### src/rtl/pfs_pkg.sv
// Package: shared decision type for the partial forward stall controller.
// Assumes: nothing beyond IEEE 1800-2017.
package pfs_pkg;

    // Action the stall record takes at the next clock edge.
    typedef enum logic [1:0] {
        TRK_HOLD    = 2'd0,
        TRK_CAPTURE = 2'd1,
        TRK_CLEAR   = 2'd2
    } trk_act_e;

endpackage

### src/rtl/pfs_pulse_reg.sv
// Module: pfs_pulse_reg
// Registers a one-cycle valid pulse together with a payload; the payload
// keeps its last value while valid is low.
// Assumes: synchronous active-low reset, payload width W >= 1.
module pfs_pulse_reg #(
    parameter int W = 5
) (
    input  logic         clk,
    input  logic         rst_n,
    input  logic         in_valid,
    input  logic [W-1:0] in_data,
    output logic         out_valid,
    output logic [W-1:0] out_data
);

    // Capture the pulse and its payload for one cycle.
    always_ff @(posedge clk) begin
        if (!rst_n) begin
            out_valid <= 1'b0;
            out_data  <= '0;
        end else begin
            out_valid <= in_valid;
            if (in_valid) begin
                out_data <= in_data;
            end
        end
    end

endmodule

### src/rtl/pfs_order_gate.sv
// Module: pfs_order_gate
// Decides for each issued load whether it proceeds or is sent back because
// it is strictly ordered and not both at the load-queue head and at commit.
// Assumes: at most one load issued per cycle; results appear one cycle later.
module pfs_order_gate #(
    parameter int IDX_W = 5
) (
    input  logic             clk,
    input  logic             rst_n,
    input  logic             iss_valid,
    input  logic [IDX_W-1:0] iss_idx,
    input  logic             iss_at_head,
    input  logic             iss_at_commit,
    input  logic             iss_strict,
    output logic             go_valid,
    output logic [IDX_W-1:0] go_idx,
    output logic             back_valid,
    output logic [IDX_W-1:0] back_idx
);

    logic may_go;
    logic go_now;
    logic back_now;

    // An ordered load passes only at the head and with commit readiness.
    always_comb begin
        may_go   = !iss_strict || (iss_at_head && iss_at_commit);
        go_now   = iss_valid && may_go;
        back_now = iss_valid && !may_go;
    end

    pfs_pulse_reg #(.W(IDX_W)) u_go_reg (
        .clk       (clk),
        .rst_n     (rst_n),
        .in_valid  (go_now),
        .in_data   (iss_idx),
        .out_valid (go_valid),
        .out_data  (go_idx)
    );

    pfs_pulse_reg #(.W(IDX_W)) u_back_reg (
        .clk       (clk),
        .rst_n     (rst_n),
        .in_valid  (back_now),
        .in_data   (iss_idx),
        .out_valid (back_valid),
        .out_data  (back_idx)
    );

endmodule

### src/rtl/pfs_stall_track.sv
// Module: pfs_stall_track
// Holds the single stall record (store sequence, load index, load sequence)
// for the oldest load that met a partially covering store, and decides
// capture, replacement, release and squash clearing each cycle.
// Assumes: sequence numbers are unsigned with no wraparound; a squash
// removes every instruction whose sequence is at or above sq_seq.
module pfs_stall_track
    import pfs_pkg::*;
#(
    parameter int IDX_W = 5,
    parameter int SEQ_W = 16
) (
    input  logic             clk,
    input  logic             rst_n,
    input  logic             ovl_valid,
    input  logic [IDX_W-1:0] ovl_idx,
    input  logic [SEQ_W-1:0] ovl_seq,
    input  logic [SEQ_W-1:0] ovl_st_seq,
    input  logic             wb_valid,
    input  logic [SEQ_W-1:0] wb_st_seq,
    input  logic             sq_valid,
    input  logic [SEQ_W-1:0] sq_seq,
    output logic             stall,
    output logic [SEQ_W-1:0] st_seq,
    output logic [IDX_W-1:0] ld_idx,
    output logic [SEQ_W-1:0] ld_seq,
    output logic             rel_fire,
    output logic [IDX_W-1:0] rel_load
);

    logic     sq_hit;
    logic     wb_hit;
    logic     held;
    logic     cap_ok;
    logic     take;
    trk_act_e act;

    // Classify this cycle's events against the current record.
    always_comb begin
        sq_hit = sq_valid && stall && (sq_seq <= ld_seq);
        wb_hit = wb_valid && stall && !sq_hit && (wb_st_seq == st_seq);
        held   = stall && !sq_hit && !wb_hit;
        cap_ok = ovl_valid && !(sq_valid && (ovl_seq >= sq_seq));
        take   = cap_ok && (!held || (ovl_seq < ld_seq));
        if (take) begin
            act = TRK_CAPTURE;
        end else if (!held) begin
            act = TRK_CLEAR;
        end else begin
            act = TRK_HOLD;
        end
        rel_fire = wb_hit;
        rel_load = ld_idx;
    end

    // Update the stall record according to the chosen action.
    always_ff @(posedge clk) begin
        if (!rst_n) begin
            stall  <= 1'b0;
            st_seq <= '0;
            ld_idx <= '0;
            ld_seq <= '0;
        end else begin
            case (act)
                TRK_CAPTURE: begin
                    stall  <= 1'b1;
                    st_seq <= ovl_st_seq;
                    ld_idx <= ovl_idx;
                    ld_seq <= ovl_seq;
                end
                TRK_CLEAR: begin
                    stall <= 1'b0;
                end
                default: begin
                    stall <= stall;
                end
            endcase
        end
    end

endmodule

### src/rtl/pfs_ctrl.sv
// Module: pfs_ctrl (top)
// Partial forward stall controller: gates strictly ordered loads, replays
// loads that met a partially covering store, keeps the oldest such load as
// the stall record and releases it when its store finishes writeback.
// Assumes: one issue, one overlap, one writeback and one squash event at
// most per cycle; every output is registered (one cycle after its cause).
module pfs_ctrl #(
    parameter int LQ_DEPTH = 32,
    parameter int SEQ_W    = 16,
    localparam int IDX_W   = (LQ_DEPTH > 1) ? $clog2(LQ_DEPTH) : 1
) (
    input  logic             clk,
    input  logic             rst_n,
    input  logic             iss_valid,
    input  logic [IDX_W-1:0] iss_idx,
    input  logic             iss_at_head,
    input  logic             iss_at_commit,
    input  logic             iss_strict,
    input  logic             ovl_valid,
    input  logic [IDX_W-1:0] ovl_idx,
    input  logic [SEQ_W-1:0] ovl_seq,
    input  logic [SEQ_W-1:0] ovl_st_seq,
    input  logic             wb_valid,
    input  logic [SEQ_W-1:0] wb_st_seq,
    input  logic             sq_valid,
    input  logic [SEQ_W-1:0] sq_seq,
    output logic             go_valid,
    output logic [IDX_W-1:0] go_idx,
    output logic             ord_replay_valid,
    output logic [IDX_W-1:0] ord_replay_idx,
    output logic             ovl_replay_valid,
    output logic [IDX_W-1:0] ovl_replay_idx,
    output logic             stall,
    output logic [SEQ_W-1:0] stall_st_seq,
    output logic [IDX_W-1:0] stall_ld_idx,
    output logic [SEQ_W-1:0] stall_ld_seq,
    output logic             rel_valid,
    output logic [IDX_W-1:0] rel_idx
);

    logic             rel_fire;
    logic [IDX_W-1:0] rel_load;

    pfs_order_gate #(.IDX_W(IDX_W)) u_gate (
        .clk           (clk),
        .rst_n         (rst_n),
        .iss_valid     (iss_valid),
        .iss_idx       (iss_idx),
        .iss_at_head   (iss_at_head),
        .iss_at_commit (iss_at_commit),
        .iss_strict    (iss_strict),
        .go_valid      (go_valid),
        .go_idx        (go_idx),
        .back_valid    (ord_replay_valid),
        .back_idx      (ord_replay_idx)
    );

    pfs_stall_track #(.IDX_W(IDX_W), .SEQ_W(SEQ_W)) u_track (
        .clk        (clk),
        .rst_n      (rst_n),
        .ovl_valid  (ovl_valid),
        .ovl_idx    (ovl_idx),
        .ovl_seq    (ovl_seq),
        .ovl_st_seq (ovl_st_seq),
        .wb_valid   (wb_valid),
        .wb_st_seq  (wb_st_seq),
        .sq_valid   (sq_valid),
        .sq_seq     (sq_seq),
        .stall      (stall),
        .st_seq     (stall_st_seq),
        .ld_idx     (stall_ld_idx),
        .ld_seq     (stall_ld_seq),
        .rel_fire   (rel_fire),
        .rel_load   (rel_load)
    );

    // Every overlapping load is returned, recorded or not.
    pfs_pulse_reg #(.W(IDX_W)) u_ovl_reg (
        .clk       (clk),
        .rst_n     (rst_n),
        .in_valid  (ovl_valid),
        .in_data   (ovl_idx),
        .out_valid (ovl_replay_valid),
        .out_data  (ovl_replay_idx)
    );

    // Release pulse for the recorded load once its store is written back.
    pfs_pulse_reg #(.W(IDX_W)) u_rel_reg (
        .clk       (clk),
        .rst_n     (rst_n),
        .in_valid  (rel_fire),
        .in_data   (rel_load),
        .out_valid (rel_valid),
        .out_data  (rel_idx)
    );

endmodule

### config.mk
export PLATFORM = sky130hd
export DESIGN_NAME = pfs_ctrl
export DESIGN_NICKNAME = d
export VERILOG_FILES = /design/src/rtl/pfs_pkg.sv /design/src/rtl/pfs_pulse_reg.sv /design/src/rtl/pfs_order_gate.sv /design/src/rtl/pfs_stall_track.sv /design/src/rtl/pfs_ctrl.sv
export SDC_FILE = /design/constraint.sdc
export NUM_CORES = 1
export LEC_CHECK = 0
export BUFFER_PORTS_ARGS = -buffer_cell sky130_fd_sc_hd__buf_2
export CAP_MARGIN = 10
export CORE_ASPECT_RATIO = 0.8
export CORE_UTILIZATION = 35
export CTS_BUF_LIST = sky130_fd_sc_hd__clkbuf_16
export DETAILED_ROUTE_END_ITERATION = 8
export PLACE_DENSITY = 0.63
export SYNTH_ARGS = -nofsm -noshare
export SYNTH_HDL_FRONTEND = slang
export SYNTH_HIERARCHICAL = 1
export SYNTH_SLANG_ARGS = --single-unit
### constraint.sdc
create_clock -name clk -period 2.2 [get_ports clk]
set_input_delay 0.44 -clock clk [delete_from_list [all_inputs] [get_ports clk]]
set_output_delay 0.44 -clock clk [all_outputs]
set_load 0.05 [all_outputs]
==> flow_summary.yaml <==
status:
  status: "finished, violations left"
  violations: "setup timing"
logic_synthesis:
  synth_area_per_cell_um2: 9.17
  synth.net_count: 546
  ys_ff_latch: 62
  synth_edf_count: 0
  synth_area_um2: 3810
  yosys.cell_types.count: 36
  synth-async-reset-ratio_pct: 0
  synthFlopType: "dfxtp_1"
  ys_warn_count: 6
  synth-seq-area-share_pct: 32.5
  synth_cells: 416
placed_design:
  place_area_um2: 5040
  place_ws_ps: -503
  port_buffers: 144
  dp_hpwl_mm: 7.81
  dp_cells: 722
  gp_congestion: 0.905
finish:
  layout-drive-gt1-share_pct: 41.7
  post-route-util_pct: 52.3
  final_common_cell: "buf_2"
  fin_nets: 729
  stdcell_count: 745
  final_cell_mix: "buf_2, nand2_1, mux2i_1"
  stdcell_area_um2: 5440
  syn2layout_area_growth_pct: 42.7
clock_tree:
  htreeDepth: 3
  path_clk_slew_ps: 50
  cts_buffers: 9
  cts_tree: "built"
  cts.sinks: 62
  hold_buffers: 0
  clk_latency_ps: 320
  cts-root-buf: "clkbuf_16"
  clock_path_buffers: 2
global_routing:
  grt_pass1_vias: 3334
  grt.overflow.total: 0
  grt_pass1_wl_mm: 16.0
  grt_max_degree: 100
  grt_usage_pct: 18.2
  antenna_found_initial: 0
min_path:
  holdCritStartpoint: "ovl_st_seq[9]"
  hold_path.class: "input port to flip-flop"
  min_to: "u_track/st_seq[9]"
  min_path_cells: 3
timing:
  setup_viol: 43
  relSlewSlack_pct: 73.8
  setup_ws_ps: -283
  hold_ws_ps: 363
  tightest_slew_ps: 393
  hold_viol: 0
  post-route-period-util_pct: 113
  finalClockSkew_ps: 3.72
  fmax_mhz: 403
  slew_viol_final: 0
  rsz0062_at_grt: "true"
  layout_min_cycle_time_ps: 2480
power:
  seqPwrFrac_pct: 34.0
  ir_drop_mv: 0.466
  swShare_pct: 31.9
  power.leakage_nw: 2.68
  p_sw_mw: 1.17
  clkPwrFrac_pct: 36.5
  power_density_nw_per_um2: 677
  p_int_mw: 2.51
  p_comb_share_pct: 29.5
critical_path:
  cp_max_fo: 9
  reg2reg_depth: 10
  setup.worst_path.class: "flip-flop to flip-flop"
  end_kind: "flip-flop"
  reg2reg_slack_ps: -280
  worstPathRequired_ps: 2440
  cp.arrival_ps: 2730
  startpoint_type: "flip-flop"
  timing.rr.end: "u_track/ld_seq[0]"
  r2r_start: "u_track/ld_seq[10]"
flow_run:
  cap_viol_max_count: 0
drt:
  dr.pass1.iters: 4
  wl_per_cell_um: 13.8
  via_count: 3452
  ant_nets: 0
  routed_wl_mm: 10.3
  drc: 0
  vias_per_cell: 4.63
  drtIter0Drc: 64
floorplan:
  die_y_um: 95.4
  fp.dieW_um: 119
  io_pins: 145
  num_rows: 33
  core-area_um2: 10400
  die-area_um2: 11300
  start_util_pct: 36.7
## metrics by stage
stage	power [mW]	TNS [ps]
2_1_floorplan	1.97	-6570
3_3_place_gp	2.29	-17900
3_5_place_dp	2.31	-19210
4_1_cts	3.68	-11120
5_1_grt	3.87	-15190
6_report	3.68	-10880
## cells in the mapped netlist, drive strengths merged (8+ instances only)
cell type | n | share of area (%)
nand4 | 9 | 1.5
inv | 34 | 3.3
xnor2 | 16 | 3.7
a21o | 8 | 1.6
nand2 | 82 | 8.1
nor2b | 22 | 3.8
mux2i | 57 | 15
clkbuf | 8 | 0.79
a21oi | 11 | 1.4
buf | 13 | 4.3
dfxtp | 62 | 33
ha | 47 | 15
o21ai | 9 | 1.2
## power by group through the flow
stage | Clock, mW | Sequential, mW | Combinational, mW
global placement | 0 | 1.27 | 1.01
floorplan | 0 | 1.53 | 0.443
detailed placement | 0 | 1.27 | 1.03
global route | 1.43 | 1.26 | 1.18
finish | 1.34 | 1.25 | 1.09
CTS | 1.38 | 1.25 | 1.05
## worst max path at each step
stage,slack [ps],start,cells after the start,end
after floorplan,-190,u_track/ld_seq[11],10,u_track/ld_seq[0]
after global placement,-460,sq_seq[11],10,u_rel_reg/out_data[3]
after detailed placement,-500,sq_seq[10],9,u_track/ld_seq[6]
after CTS,-300,u_track/ld_seq[10],9,u_track/st_seq[8]
after global routing,-400,u_track/ld_seq[10],11,u_track/st_seq[4]
final,-280,u_track/ld_seq[10],10,u_track/ld_seq[0]
## cells by family (layout without fill, tap and decap cells)
logic type	count (synthesis)	after routing	synth area share (%)
DFF	62	62	32.5
AOI/OAI and AO/OA	43	43	7.78
muxes	57	57	15.0
adders and majority gates	47	47	15.4
buffers and inverters	55	243	8.40
xor gates and xnor gates	16	16	3.67
and+or+nand+nor	136	136	17.2
other	0	1	0
## critical path, cell delays in order (launching register included)
cell	delay, ps
dfxtp_4	360
inv_4	40
ha_4	250
nand4_1	130
or4_4	530
o31a_1	290
nor2b_4	150
a31oi_4	150
buf_12	160
clkbuf_16	170
mux2i_1	170
## layer usage
metal  routed length, µm  GRT usage (%)
met1                5010           23.8
met2                4600           29.2
met3                 511           4.61
met4                 132           6.01
met5                   0              0
## repair_timing
item                                    4_1_cts  5_1_grt
endpoints found under the setup margin       43       44
gates resized for setup                       3        5
pin swaps                                     0        1
gates cloned                                  0        2
buffers inserted                              2        2
## flip-flops by register name (all words and copies together) (netlist names)
| name | cells |
|---|---|
| u_track/ld_seq | 16 |
| u_track/st_seq | 16 |
| u_gate/u_back_reg/out_data | 5 |
| u_gate/u_go_reg/out_data | 5 |
| u_ovl_reg/out_data | 5 |
| u_rel_reg/out_data | 5 |
| u_track/ld_idx | 5 |
| u_gate/u_back_reg/out_valid | 1 |
| u_gate/u_go_reg/out_valid | 1 |
| u_ovl_reg/out_valid | 1 |
| u_rel_reg/out_valid | 1 |
| u_track/stall | 1 |
## layout make-up
cell class	count	area [µm²]
well taps	140	175
diodes	1	2.50
clock inverters	7	56.3
repair buffers	193	1180
inverters	34	133
flip-flops and latches	62	1300
clock buffers	9	225
multi-input cells	299	2380
fillers	1018	4960
Power figures use the tool's default switching activity.
